$ cat src/rtl/sw_pulse_phy.sv
module sw_pulse_phy #(
  parameter int IDLE_T     = 11,
  parameter int D01_T      = 26,
  parameter int START_T    = 64,
  parameter int ATTN_T     = 137,
  parameter int RESET_T    = 290,
  parameter int JOIN_T     = 9,
  parameter int DRV1_T     = 32,
  parameter int ATTN_DRV_T = 190,
  parameter int RST_DRV_T  = 400
) (
  input  logic clk,
  input  logic rst_n,
  input  logic swd_in,
  input  logic tx_one,
  input  logic attn_req,
  output logic swd_oe,
  output logic idle,
  output logic bit_vld,
  output logic bit_val,
  output logic start_det,
  output logic attn_det,
  output logic reset_det,
  output logic abort,
  output logic collision
);
  localparam int LW = $clog2(RESET_T + 1);
  localparam int HW = $clog2(IDLE_T + 1);
  localparam int DM_A = (ATTN_DRV_T > DRV1_T) ? ATTN_DRV_T : DRV1_T;
  localparam int DMAX = (RST_DRV_T > DM_A) ? RST_DRV_T : DM_A;
  localparam int DW = $clog2(DMAX + 1);

  localparam logic [1:0] OWN_NONE = 2'd0;
  localparam logic [1:0] OWN_ONE  = 2'd1;
  localparam logic [1:0] OWN_ATTN = 2'd2;
  localparam logic [1:0] OWN_RST  = 2'd3;

  localparam logic [2:0] K_D0 = 3'd0, K_D1 = 3'd1, K_ST = 3'd2, K_AT = 3'd3, K_RS = 3'd4;

  logic s1, s2, swd_q;
  logic [LW-1:0] lcnt;
  logic [HW-1:0] hcnt;
  logic drv, pend;
  logic [DW-1:0] dcnt, dlen;
  logic [1:0] own;
  logic [2:0] kind, own_kind;

  wire rise     = s2 & ~swd_q;
  wire fall     = ~s2 & swd_q;
  wire was_idle = (hcnt == HW'(IDLE_T));
  wire attn_go  = pend & ~drv & (idle | (~s2 & (lcnt < LW'(JOIN_T))));
  wire one_go   = tx_one & ~drv & fall & was_idle & ~attn_go;

  assign idle   = s2 & was_idle;
  assign swd_oe = drv;

  always_comb begin
    if (lcnt < LW'(D01_T))        kind = K_D0;
    else if (lcnt < LW'(START_T)) kind = K_D1;
    else if (lcnt < LW'(ATTN_T))  kind = K_ST;
    else if (lcnt < LW'(RESET_T)) kind = K_AT;
    else                          kind = K_RS;
  end

  always_comb begin
    case (own)
      OWN_ONE:  own_kind = K_D1;
      OWN_ATTN: own_kind = K_AT;
      OWN_RST:  own_kind = K_RS;
      default:  own_kind = K_D0;
    endcase
  end

  always_ff @(posedge clk or negedge rst_n) begin
    if (!rst_n) begin
      s1 <= 1'b1;
      s2 <= 1'b1;
      swd_q <= 1'b1;
      lcnt <= '0;
      hcnt <= '0;
    end else begin
      s1 <= swd_in;
      s2 <= s1;
      swd_q <= s2;
      lcnt <= s2 ? '0 : ((lcnt == LW'(RESET_T)) ? lcnt : lcnt + LW'(1));
      hcnt <= !s2 ? '0 : (was_idle ? hcnt : hcnt + HW'(1));
    end
  end

  always_ff @(posedge clk or negedge rst_n) begin
    if (!rst_n) begin
      drv  <= 1'b1;
      dcnt <= '0;
      dlen <= DW'(RST_DRV_T);
      own  <= OWN_RST;
      pend <= 1'b0;
    end else begin
      pend <= attn_go ? 1'b0 : (pend | attn_req);
      if (attn_go) begin
        drv  <= 1'b1;
        dcnt <= '0;
        dlen <= DW'(ATTN_DRV_T);
        own  <= OWN_ATTN;
      end else if (one_go) begin
        drv  <= 1'b1;
        dcnt <= '0;
        dlen <= DW'(DRV1_T);
        own  <= OWN_ONE;
      end else begin
        if (drv) begin
          if (dcnt == dlen - DW'(1)) drv <= 1'b0;
          else dcnt <= dcnt + DW'(1);
        end
        if (rise) own <= OWN_NONE;
      end
    end
  end

  always_ff @(posedge clk or negedge rst_n) begin
    if (!rst_n) begin
      bit_vld   <= 1'b0;
      bit_val   <= 1'b0;
      start_det <= 1'b0;
      attn_det  <= 1'b0;
      reset_det <= 1'b0;
      abort     <= 1'b0;
      collision <= 1'b0;
    end else begin
      bit_vld   <= rise & (kind == K_D0 || kind == K_D1);
      bit_val   <= (kind == K_D1);
      start_det <= rise & (kind == K_ST);
      attn_det  <= rise & (kind == K_AT);
      reset_det <= rise & (kind == K_RS);
      abort     <= ~s2 & (lcnt == LW'(START_T - 1));
      collision <= rise & (own != OWN_NONE) & (kind != own_kind);
    end
  end

  p_one_class_r7: assert property (@(posedge clk) disable iff (!rst_n)
    $onehot0({bit_vld, start_det, attn_det, reset_det}));

  p_no_overflow_r9: assert property (@(posedge clk) disable iff (!rst_n)
    lcnt <= LW'(RESET_T));

  p_low_kills_idle_r3: assert property (@(posedge clk) disable iff (!rst_n)
    !s2 |=> !idle);

  p_drive_requested_r4: assert property (@(posedge clk) disable iff (!rst_n)
    $rose(swd_oe) |-> $past(pend | tx_one));

  p_collision_with_class_r8: assert property (@(posedge clk) disable iff (!rst_n)
    collision |-> (bit_vld | start_det | attn_det | reset_det));

endmodule

$ cat config.mk
export PLATFORM = sky130hd
export DESIGN_NAME = sw_pulse_phy
export DESIGN_NICKNAME = d
export VERILOG_FILES = /design/src/rtl/sw_pulse_phy.sv
export SDC_FILE = /design/constraint.sdc
export NUM_CORES = 1
export LEC_CHECK = 0
export BUFFER_PORTS_ARGS = -buffer_cell sky130_fd_sc_hd__buf_4
export CORE_UTILIZATION = 57
export CTS_BUF_LIST = sky130_fd_sc_hd__clkbuf_4 sky130_fd_sc_hd__clkbuf_8 sky130_fd_sc_hd__clkbuf_16
export CTS_CLUSTER_SIZE = 24
export DETAILED_ROUTE_END_ITERATION = 10
export GPL_TIMING_DRIVEN = 0
export PLACE_DENSITY = 0.76
export REMOVE_ABC_BUFFERS = 1
export SYNTH_ARGS = -nofsm -noshare
export SYNTH_HDL_FRONTEND = slang
export SYNTH_SLANG_ARGS = --single-unit
$ cat constraint.sdc
create_clock -name clk -period 3.1 [get_ports clk]
set_clock_uncertainty 0.2 [all_clocks]
set_input_delay 0.155 -clock clk [delete_from_list [all_inputs] [get_ports clk]]
set_output_delay 0.155 -clock clk [all_outputs]
set_load 0.1 [all_outputs]
Word level (Yosys, flattened, before mapping)
Cells that the tools add are included.
{"block": "word_totals", "register_bits": 45, "in_bits": 5, "output_inout_bits": 9, "word_cells": 94}
{"block": "classes", "bitwise_logic": 23, "addsub": 4, "n_reduce_logical": 7, "n_eq_ne": 15, "n_mux": 23, "order_cmp": 5}
{"op": "$mux W9", "n": 8}
{"op": "$add A9 B1 Y9 const B", "n": 2}
{"op": "$and A1 B1 Y1", "n": 17}
{"op": "$mux W3", "n": 4}
{"op": "$eq A9 B6 Y1 const B", "n": 1}
{"op": "$eq A9 B9 Y1", "n": 1}
{"op": "$eq A9 B9 Y1 const B", "n": 1}
{"op": "$lt A9 B4 Y1 const B", "n": 1}
{"op": "$lt A9 B5 Y1 const B", "n": 1}
{"op": "$lt A9 B7 Y1 const B", "n": 1}
{"op": "$lt A9 B8 Y1 const B", "n": 1}
{"op": "$lt A9 B9 Y1 const B", "n": 1}
{"op": "$pmux W3 S3", "n": 1}
{"op": "$sub A9 B1 Y9 const B", "n": 1}
{"op": "$mux W4", "n": 2}
{"op": "$eq A3 B2 Y1 const B", "n": 2}
{"op": "$mux W2", "n": 3}
{"op": "$reduce_bool A3 Y1", "n": 2}
{"op": "$mux W1", "n": 5}
{"op": "$add A4 B1 Y4 const B", "n": 1}
{"op": "$eq A2 B2 Y1 const B", "n": 2}
{"op": "$eq A4 B4 Y1 const B", "n": 1}
{"op": "$ne A2 B2 Y1 const B", "n": 2}
{"op": "$not A1 Y1", "n": 4}
{"op": "10 further kinds", "n": 12}

Longest topological paths before layout
Gate-level depths: netlist of the first run.
{"block": "depth", "ltp_word": 8, "depth_mapped": 8, "mapped_depth_nobuf": 7}

Least setup slack after synthesis of the first run
OpenSTA, ideal clock, no wires.
{"block": "synth_timing", "path_kind": "reg2reg", "start": "reg hcnt[0]", "end": "reg pend", "stages_incl_launch_ff": 7, "required_ns": 2.771, "synth_period_minus_slack_ns": 2.842, "setup_time_ns": 0.129, "arrival_ns": 2.513, "path_buffers": 0, "setup_slack_ns": 0.258, "path_cell_list": "dfrtp_1 -> ha_1 -> nand3b_1 -> nor2_1 -> o21ai_1 -> nor2_1 -> nor2_1"}
{"block": "synth_between", "elab_chain_cells": 5}
{"item": "start: declaration", "line_no": "42", "rtl": "logic [HW-1:0] hcnt;"}
{"item": "start signal: assignment", "line_no": "86", "rtl": "hcnt <= !s2 ? '0 : (was_idle ? hcnt : hcnt + HW'(1));"}
{"item": "$eq A4 B4 Y1", "line_no": "50", "rtl": "wire was_idle = (hcnt == HW'(IDLE_T));"}
{"item": "$and A1 B1 Y1", "line_no": "54", "rtl": "assign idle = s2 & was_idle;"}
{"item": "named net idle", "line_no": "18", "rtl": "output logic idle,"}
{"item": "$or A1 B1 Y1", "line_no": "51", "rtl": "wire attn_go = pend & ~drv & (idle | (~s2 & (lcnt < LW'(JOIN_T))));"}
{"item": "$and A1 B1 Y1", "line_no": "51"}
{"item": "$mux W1", "line_no": "98", "rtl": "pend <= attn_go ? 1'b0 : (pend | attn_req);"}
{"item": "end signal: assignment", "line_no": "98"}
{"item": "end: declaration", "line_no": "43", "rtl": "logic drv, pend;"}
The timed path passes the listed nets, and every way through them passes these cells.
A chain may end at the register's enable or synchronous reset.

Worst setup path after layout of the first run
{"block": "layout_timing", "start": "reg dlen[7]", "end": "reg dcnt[8]"}
{"block": "layout_between", "elab_chain_cells": 4}
{"item": "start: declaration", "line_no": "44", "rtl": "logic [DW-1:0] dcnt, dlen;"}
{"item": "start signal: assignment", "line_no": "94", "rtl": "dlen <= DW'(RST_DRV_T);"}
{"item": "start signal: assignment", "line_no": "102", "rtl": "dlen <= DW'(ATTN_DRV_T);"}
{"item": "start signal: assignment", "line_no": "107", "rtl": "dlen <= DW'(DRV1_T);"}
{"item": "$sub A9 B1 Y9", "line_no": "111", "rtl": "if (dcnt == dlen - DW'(1)) drv <= 1'b0;"}
{"item": "$eq A9 B9 Y1", "line_no": "111"}
{"item": "$ne A3 B3 Y1 (no source line)"}
{"item": "$reduce_and A2 Y1 (no source line)"}
{"item": "end signal: assignment", "line_no": "112", "rtl": "else dcnt <= dcnt + DW'(1);"}
{"item": "end: declaration", "line_no": "44"}
No other way between the ends.

==> results of run 1 <==
==> layout make-up <==
cell class,instances,area [um^2]
multi-input cells,148,1000
flip-flops and latches,40,1010
inverters,11,41.3
fillers,273,1100
repair buffers,16,128
clock buffers,5,37.5
clock inverters,3,42.5
well taps,46,57.6
==> power groups by stage <==
| stage | logic (mW) | clock network [mW] | registers [mW] |
|---|---|---|---|
| after global routing | 0.0506 | 0.372 | 0.546 |
| final | 0.0434 | 0.343 | 0.544 |
| after global placement | 0.0395 | 0 | 0.553 |
| after floorplan | 0.0174 | 0 | 0.556 |
| after CTS | 0.0449 | 0.348 | 0.544 |
| after detailed placement | 0.0417 | 0 | 0.553 |
==> per-stage QoR <==
step / utilization / setup slack, ns
2_1_floorplan: - / 0.231
3_3_place_gp: 0.646 / 0.471
3_5_place_dp: 0.646 / 0.403
4_1_cts: 0.678 / 0.361
5_1_grt: 0.678 / 0.153
6_report: 0.678 / 0.349
==> path summary, 6_finish.rpt <==
| check | start | endpoint |
|---|---|---|
| setup / recovery | dlen[7] | dcnt[8] |
| hold / removal | rst_n | bit_vld |
| setup reg to reg | dlen[7] | dcnt[8] |
| hold reg to reg | s1 | s2 |
| max in group asynchronous | rst_n | swd_oe |
| min in group clk | tx_one | own[0] |
==> cells in the mapped netlist (2+ instances only) <==
master	instances
dfrtp_1	32
nor2_1	25
nand2_1	14
inv_1	11
xor2_1	10
nand3_1	9
dfstp_2	8
ha_1	8
a21oi_1	7
nand3b_1	6
xnor2_1	6
nand2b_1	5
and2_1	4
clkbuf_1	4
nor3_1	4
o211ai_1	4
o31ai_1	4
mux2i_1	3
nand4_1	3
nor3b_1	3
or3_1	3
or4_1	3
a31oi_1	2
nor4_1	2
o21ai_0	2
o21ai_1	2
o21ai_2	2
==> registers in the layout, summed over array words and instances (netlist names) <==
name       cells
collision      1
bit_val        1
s1             1
bit_vld        1
dlen           4
start_det      1
pend           1
swd_oe         1
swd_q          1
hcnt           4
reset_det      1
dcnt           9
abort          1
s2             1
own            2
attn_det       1
lcnt           9
==> routing by layer <==
layer | vias to the layer above | part of all wire | routed length [um] | global-route usage
met5 | - | 0 | 0 | 0
li1 | 757 | - | - | -
met1 | 750 | 0.45 | 1740 | 0.291
met3 | 8 | 0.038 | 146 | 0.0365
met2 | 33 | 0.49 | 1900 | 0.390
met4 | 0 | 0.019 | 75 | 0.108
==> logic make-up (layout without fill, tap and decap cells) <==
family	count (synthesis)	after routing	share of synthesized area
AND/OR/NAND/NOR	85	85	0.214
multiplexers	3	3	0.0144
buffers and inverters	18	35	0.0371
AO/OA/AOI/OAI	36	36	0.135
flip-flops	40	40	0.484
XOR/XNOR	16	16	0.0671
adder cells (fa/ha/maj)	8	8	0.0479
==> what timing repair did <==
action                                  in CTS  in global routing
endpoints found under the hold margin       42                  0
gates resized for setup                      0                  0
endpoints found under the setup margin       0                  0
hold buffers                                 3                  0
==> layout by cell type, fill, tap and decap left out, types with 3 or more instances in the layout <==
master         instances
a21oi_1                7
and2_1                 4
buf_4                 13
clkbuf_4               5
dfrtp_1               32
dfstp_2                8
dlygate4sd3_1          3
ha_1                   8
inv_1                 11
mux2i_1                3
nand2_1               14
nand2b_1               5
nand3_1                9
nand3b_1               6
nand4_1                3
nor2_1                25
nor3_1                 4
nor3b_1                3
o211ai_1               4
o31ai_1                4
or3_1                  3
or4_1                  3
xnor2_1                6
xor2_1                10
==> flow_summary.ini, run 1 <==
[setup_path]
worst_path_largest_cell_delay_ns = 0.80
crit_path_max_fanout = 14
slowest_stage = a2111oi_4
critical_path.cell_chain = inv_1, ha_1, xor2_1, nand4_1, a2111oi_4, nor3_1, mux2i_1
crit_cells = 7
rrSetupSlack_ns = 0.35
cp.arrival_ns = 2.78
worstSetupPathType = reg2reg
crit_path_end_kind = flop
ff2ff_path_depth = 7
worst-path-buf-inv = 1
worst_ep_required_time_ns = 3.13
critPathTopFamily = compound AO/OA/AOI/OAI gates
worstSetupStartpointType = flop

[power]
power.internal_uw = 717
cellPowerDensity_mw_per_mm2 = 401
p_clk_frac = 0.369
switching_share = 0.229
leakage_nw = 1.01
p_sw_uw = 213
pwr-share-seq = 0.585
finalPower_uw = 930
peakVddDrop_mv = 0.348
p_comb_frac = 0.047

[clock_network]
post_cts_buffers = 0
clk_pin_slew_ns = 0.13
cts_buffer_depth = 2
cts_root_buf = clkbuf_4
tritoncts = yes
cts_made_buffers = 5
htree_levels = 2
cts.sinks = 40
clock_latency_ns = 0.35

[global_route]
grt_max_degree = 41
grtUsageTotal = 0.231
grt_antenna_before_repair = 0
grt_first_pass_wirelength_um = 7140
grt.overflow.total = 0
grt_pass1_vias = 1613

[die]
rows = 21
die_w_um = 62.5
die-height_um = 62.5
ios = 14
die-area_mm2 = 0.00391
initial_core_util = 0.611
coreArea_mm2 = 0.00342

[logic_synthesis]
yosysWarnings = 0
yosys.area.top_type = dfrtp_1
synth_edf_count = 0
syn_area_per_cell_um2 = 10.1
synth_area_leaders = dfrtp_1 38%, dfstp_2 10%, ha_1 4.8%
syn_area_mm2 = 0.00209
ys_seq_area_frac = 0.484
synth_cells = 206
ys_types = 47
synthFlopType = dfrtp_1
ys_ff_latch = 40
synthArstFlopShare = 1.00
yosys.area.top_type_share = 0.383

[placement]
io_buffers = 13
placed_area_mm2 = 0.00221
gp_congestion = 0.791
dp_hpwl_um = 2740
dp_cells = 258

[sta]
rsz0062_at_grt = no
setup_viol_count_final = 0
clock.fmax_mhz = 363
period_needed_ns = 2.75
finalMaxSlewViolations = 0
hold_viol_final = 0
tightestPinTransition_ns = 0.819
period_share = 0.888
slew_headroom = 0.454
hold_ws_ns = 0.0772
fin_tns_setup_ns = 0

[flow_run]
cap_violations = 0

[outcome]
status = complete, no violations

[finish]
fin_cells = 269
stdcell_area_mm2 = 0.00232
fin_nets = 235
areaGrowthSynthToFinish_pct = 11.0
drive_gt1_frac = 0.166
n_antenna_cell = 0

[routing]
wl_per_cell_um = 14.3
first_pass_iters = 4
vias_per_cell = 5.75
ant_nets = 0
vias = 1548
drc_errors = 0
totalWireLength_um = 3860
drtIter0Drc = 75

[hold_path]
holdCritPathClass = in2async
No activity file was read; power rests on OpenSTA's default activity.
==> inputs of run 2 (changes only) <==
- CORE_ASPECT_RATIO: unset -> 0.5
- CORE_UTILIZATION: 57 -> 30
- PLACE_DENSITY: 0.76 -> unset
==> run 2 against run 1 <==
Effect of this change:
- first-iteration DRC count is 23% higher
- die area is 87% higher
- non-clock buffer count stayed put
- design area is 5.0% higher
==> flow_summary.ini, run 2 (synthesis results as in run 1) <==
[power]
peakVddDrop_mv = 0.168
finalPower_mw = 1.08
p_clk_frac = 0.455
pwr-share-seq = 0.505
leakage_nw = 1.04
power.internal_uw = 850
p_comb_frac = 0.040
cellPowerDensity_mw_per_mm2 = 444
switching_share = 0.212
p_sw_uw = 229

[finish]
fillers = 653
drive_gt1_frac = 0.162
layout_common_cells = 32 x dfrtp_1, 25 x nor2_1, 14 x nand2_1
reg.largest.list = dcnt (9), lcnt (9)
areaGrowthSynthToFinish_pct = 16.5
fin_cells = 314
fin_nets = 235
layout_commonest_cell = dfrtp_1
n_antenna_cell = 0

[sta]
period_share = 0.862
finalMaxSlewViolations = 0
tightestPinTransition_ns = 0.803
period_needed_ns = 2.67
slew_headroom = 0.465
hold_viol_final = 0
clock.fmax_mhz = 374
rsz0062_at_grt = no
setup_viol_count_final = 0
fin_tns_setup_ns = 0

[setup_path]
worst_ep_required_time_ns = 3.05
rrSetupSlack_ns = 0.43
crit_path_max_fanout = 14
startpoint = dlen[7]
worstSetupStartpointType = flop
ff2ff_path_depth = 7
r2r_end = dcnt[8]
worstSetupPathType = reg2reg
r2r-start = dlen[7]
crit_path_end_kind = flop
cp.arrival_ns = 2.62

[clock_network]
htree_levels = 2
clock_latency_ns = 0.28
cts_made_buffers = 5
clk_pin_slew_ns = 0.06
cts.sinks = 40
cts_hold_buf = 3
cts_resized = 0
cts_buffer_depth = 2
cts_root_buf = clkbuf_16
tritoncts = yes
post_cts_buffers = 0

[hold_path]
min-delay-start = tx_one
hold_end = own[0]
hold_depth = 4
holdCritPathClass = in2reg

[flow_run]
cap_violations = 0

[die]
die-area_mm2 = 0.00732
initial_core_util = 0.312
ios = 14
rows = 21
die_w_um = 120
coreArea_mm2 = 0.00670
die-height_um = 61.0

[global_route]
grt.overflow.total = 0
grt_pass1_vias = 1422
grt_antenna_before_repair = 0
grt_first_pass_wirelength_um = 6340
grtUsageTotal = 0.112
grt_max_degree = 41

[routing]
ant_nets = 0
drtIter0Drc = 92
drc_errors = 0
vias_per_cell = 4.74
vias = 1488
first_pass_iters = 4
totalWireLength_um = 3760
wl_per_cell_um = 12.0

[outcome]
status = complete, no violations

[placement]
gp_congestion = 0.839
dp_cells = 304
dp_hpwl_um = 2640
io_buffers = 13
run 2: worst max-delay path: stages, from the launching register on:
cell       delay (ns)
dfstp_2          0.56
inv_1            0.06
ha_1             0.28
xor2_1           0.14
nand4_1          0.16
a2111oi_4        0.79
nor3_1           0.20
mux2i_1          0.16
run 2: power groups by stage:
stage / Clock, mW / Sequential, mW / Combinational, mW
floorplan: 0 / 0.556 / 0.0174
global placement: 0 / 0.553 / 0.0400
detailed placement: 0 / 0.553 / 0.0419
CTS: 0.507 / 0.545 / 0.0449
global route: 0.527 / 0.547 / 0.0503
finish: 0.491 / 0.545 / 0.0433
run 2: through the flow:
stage	util	instance area (um^2)	hold WS (ns)	worst slack, ns
finish	0.363	2430	0.131	0.429
global route	0.363	2430	0.156	0.318
CTS	0.363	2430	0.129	0.403
detailed placement	0.338	2260	-0.0358	0.418
global placement	0.338	2260	-0.0472	0.427
floorplan	-	2050	-0.341	0.231
run 2: area by class of cell:
type	instances	area [um^2]	area share
Timing Repair Buffer	16	128	0.0525
Clock inverter	1	5.00	0.00206
Inverter	11	41.3	0.0170
Multi-Input combinational cell	148	1000	0.411
Sequential cell	40	1010	0.416
Tap cell	92	115	0.0473
Clock buffer	6	133	0.0545
run 2: worst max path at each step:
stage                     endpoint  cells past startpoint
after global placement     dcnt[8]                      7
after floorplan               pend                      5
after CTS                  dcnt[8]                      7
after detailed placement   dcnt[8]                      7
final                      dcnt[8]                      7
after global routing       dcnt[8]                      7
run 2: layer usage:
metal  wire length (um)  vias up  track usage
li1                   -      748            -
met1               1800      714        0.138
met2               1810       21        0.187
met3                 99        5       0.0282
met4                 51        0       0.0554
met5                  0        -            0
==> inputs of run 3 (changes only) <==
- BUFFER_PORTS_ARGS: -buffer_cell sky130_fd_sc_hd__buf_4 -> -buffer_cell sky130_fd_sc_hd__buf_2
- clock period: 3.1 -> 2.4 ns (I/O delays scaled with it)
==> run 3 against run 2 <==
Effect of this change:
- fmax up 14%
- flip-flop and latch count stayed put
- power rose by 34%
- global-route usage up 0.70 points
- critical path depth rose by 1
- final cell count increased by 0.96%
- sequential power increased by 29%
- design area grew 1.6%
- worst setup slack lost 0.38 ns
- die area unchanged
- combinational power is 24% higher
==> flow_summary.ini, run 3 (synthesis results as in run 1) <==
[clock_network]
cts_made_buffers = 5
cts_buffer_depth = 2
clock_latency_ns = 0.28
clk_pin_slew_ns = 0.06
cts_root_buf = clkbuf_16
cts.sinks = 40
tritoncts = yes
htree_levels = 2

[die]
initial_core_util = 0.312
die-area_mm2 = 0.00732
die-height_um = 61.0
coreArea_mm2 = 0.00670
rows = 21
die_w_um = 120
ios = 14

[power]
p_clk_frac = 0.475
leakage_nw = 1.05
pwr-share-seq = 0.488
cellPowerDensity_mw_per_mm2 = 583
switching_share = 0.223
p_sw_uw = 322
p_comb_frac = 0.037
peakVddDrop_mv = 0.277
power.internal_mw = 1.12
finalPower_mw = 1.44

[sta]
tightestPinTransition_ns = 0.884
rsz0062_at_grt = yes
clock.fmax_mhz = 425
period_share = 0.980
worst_slack_ns = 0.0484
setup_viol_count_final = 0
period_needed_ns = 2.35
slew_headroom = 0.410
finalMaxSlewViolations = 0
hold_viol_final = 0

[setup_path]
timing.critical_path.mode_cell = xnor2_1
rrSetupSlack_ns = 0.05
worstSetupPathType = reg2reg
critical_path.cell_chain = inv_2, ha_1, xnor2_1, xnor2_1, a2111oi_4, buf_4, or4_4, a21oi_2
crit_path_max_fanout = 4
cp.arrival_ns = 2.37
startpoint = dlen[7]
worst_ep_required_time_ns = 2.42
crit_path_end_kind = flop
worstSetupStartpointType = flop
worst_path_largest_cell_delay_ns = 0.57
r2r_end = dcnt[7]
crit_path_end = dcnt[7]
slowest_stage = dfstp_2
r2r-start = dlen[7]
ff2ff_path_depth = 8

[routing]
ant_nets = 0
met1Wirelength_um = 1850
drtIter0Drc = 128
top_layer_used = met4
met3_length_um = 80
totalWireLength_um = 3930
vias_per_cell = 4.82
first_pass_iters = 6
vias = 1528
drc_errors = 0
dr_wl_met2_um = 1900
wl_per_cell_um = 12.4

[finish]
fin_util = 0.369
n_antenna_cell = 0
reg.largest.list = dcnt (9), lcnt (9)
fin_nets = 237
areaGrowthSynthToFinish_pct = 18.4
layout_commonest_cell = dfrtp_1
layout_common_cells = 32 x dfrtp_1, 25 x nor2_1, 14 x nand2_1
fillers = 670
drive_gt1_frac = 0.204
fin_cells = 317

[placement]
dp_hpwl_um = 2720
io_buffers = 13
place_ws_ns = -0.300
dp_cells = 304
gp_congestion = 0.839

[global_route]
grt_pass1_vias = 1529
grt.overflow.total = 0
grtUsageTotal = 0.119
grt_antenna_before_repair = 0
grt_max_degree = 41
grt_first_pass_wirelength_um = 6710

[hold_path]
holdCritPathClass = in2reg

[flow_run]
cap_violations = 0

[outcome]
status = complete, no violations
-- run 3: changes by cell type in the layout (fill, tap and decap cells not counted), sizes merged --
cell	delta
buf	+2
clkinvlp	+2
clkinv	-1
-- run 3: metrics by stage --
step / TNS (ns) / cell area, um^2 / hold slack (ns)
after floorplan: -2.25 / 2050 / -0.376
after global placement: -1.44 / 2230 / 0.0272
after detailed placement: -1.77 / 2230 / 0.0368
after CTS: 0 / 2430 / 0.0722
after global routing: -0.199 / 2470 / 0.111
final: 0 / 2470 / 0.0688
-- run 3: power groups by stage --
stage	registers [mW]	clock network, mW	logic [mW]
finish	0.703	0.685	0.0537
global route	0.705	0.727	0.0622
CTS	0.703	0.702	0.0560
detailed placement	0.715	0	0.0519
global placement	0.714	0	0.0493
floorplan	0.718	0	0.0225
-- run 3: per-layer routing --
layer,GRT usage,up-vias
met5,0,-
met4,0.0643,0
met3,0.0282,9
met2,0.206,15
met1,0.141,750
li1,-,754
-- run 3: worst min-delay path by stage --
| stage | start | to | cells past startpoint |
|---|---|---|---|
| floorplan | rst_n | abort | 0 |
| global placement | swd_in | s1 | 1 |
| detailed placement | swd_in | s1 | 1 |
| CTS | tx_one | own[0] | 4 |
| global route | tx_one | own[0] | 4 |
| finish | tx_one | own[0] | 4 |
-- run 3: timing repair --
| action | in CTS | in global routing |
|---|---|---|
| pin swaps | 1 | 4 |
| setup buffers | 2 | 0 |
| endpoints found under the setup margin | 10 | 1 |
| gates resized for setup | 0 | 8 |
| hold buffers | 3 | 0 |
| hold endpoints to repair | 34 | 0 |
-- run 3: final cells by class --
class / count / area (um^2) / share of cell area
clock inverters: 2 / 15.0 / 0.00607
repair buffers: 18 / 114 / 0.0461
inverters: 11 / 41.3 / 0.0167
clock buffers: 6 / 139 / 0.0562
flip-flops and latches: 40 / 1010 / 0.409
well taps: 92 / 115 / 0.0466
multi-input cells: 148 / 1040 / 0.420
-- run 3: worst max-delay path, delay by kind of cell (launching register included) --
family / cells / cell delay (ns)
adder cells (fa/ha/maj): 1 / 0.19
flip-flops: 1 / 0.57
AND/OR/NAND/NOR: 1 / 0.50
AO/OA/AOI/OAI: 2 / 0.20
XOR/XNOR: 2 / 0.39
buffers and inverters: 2 / 0.23
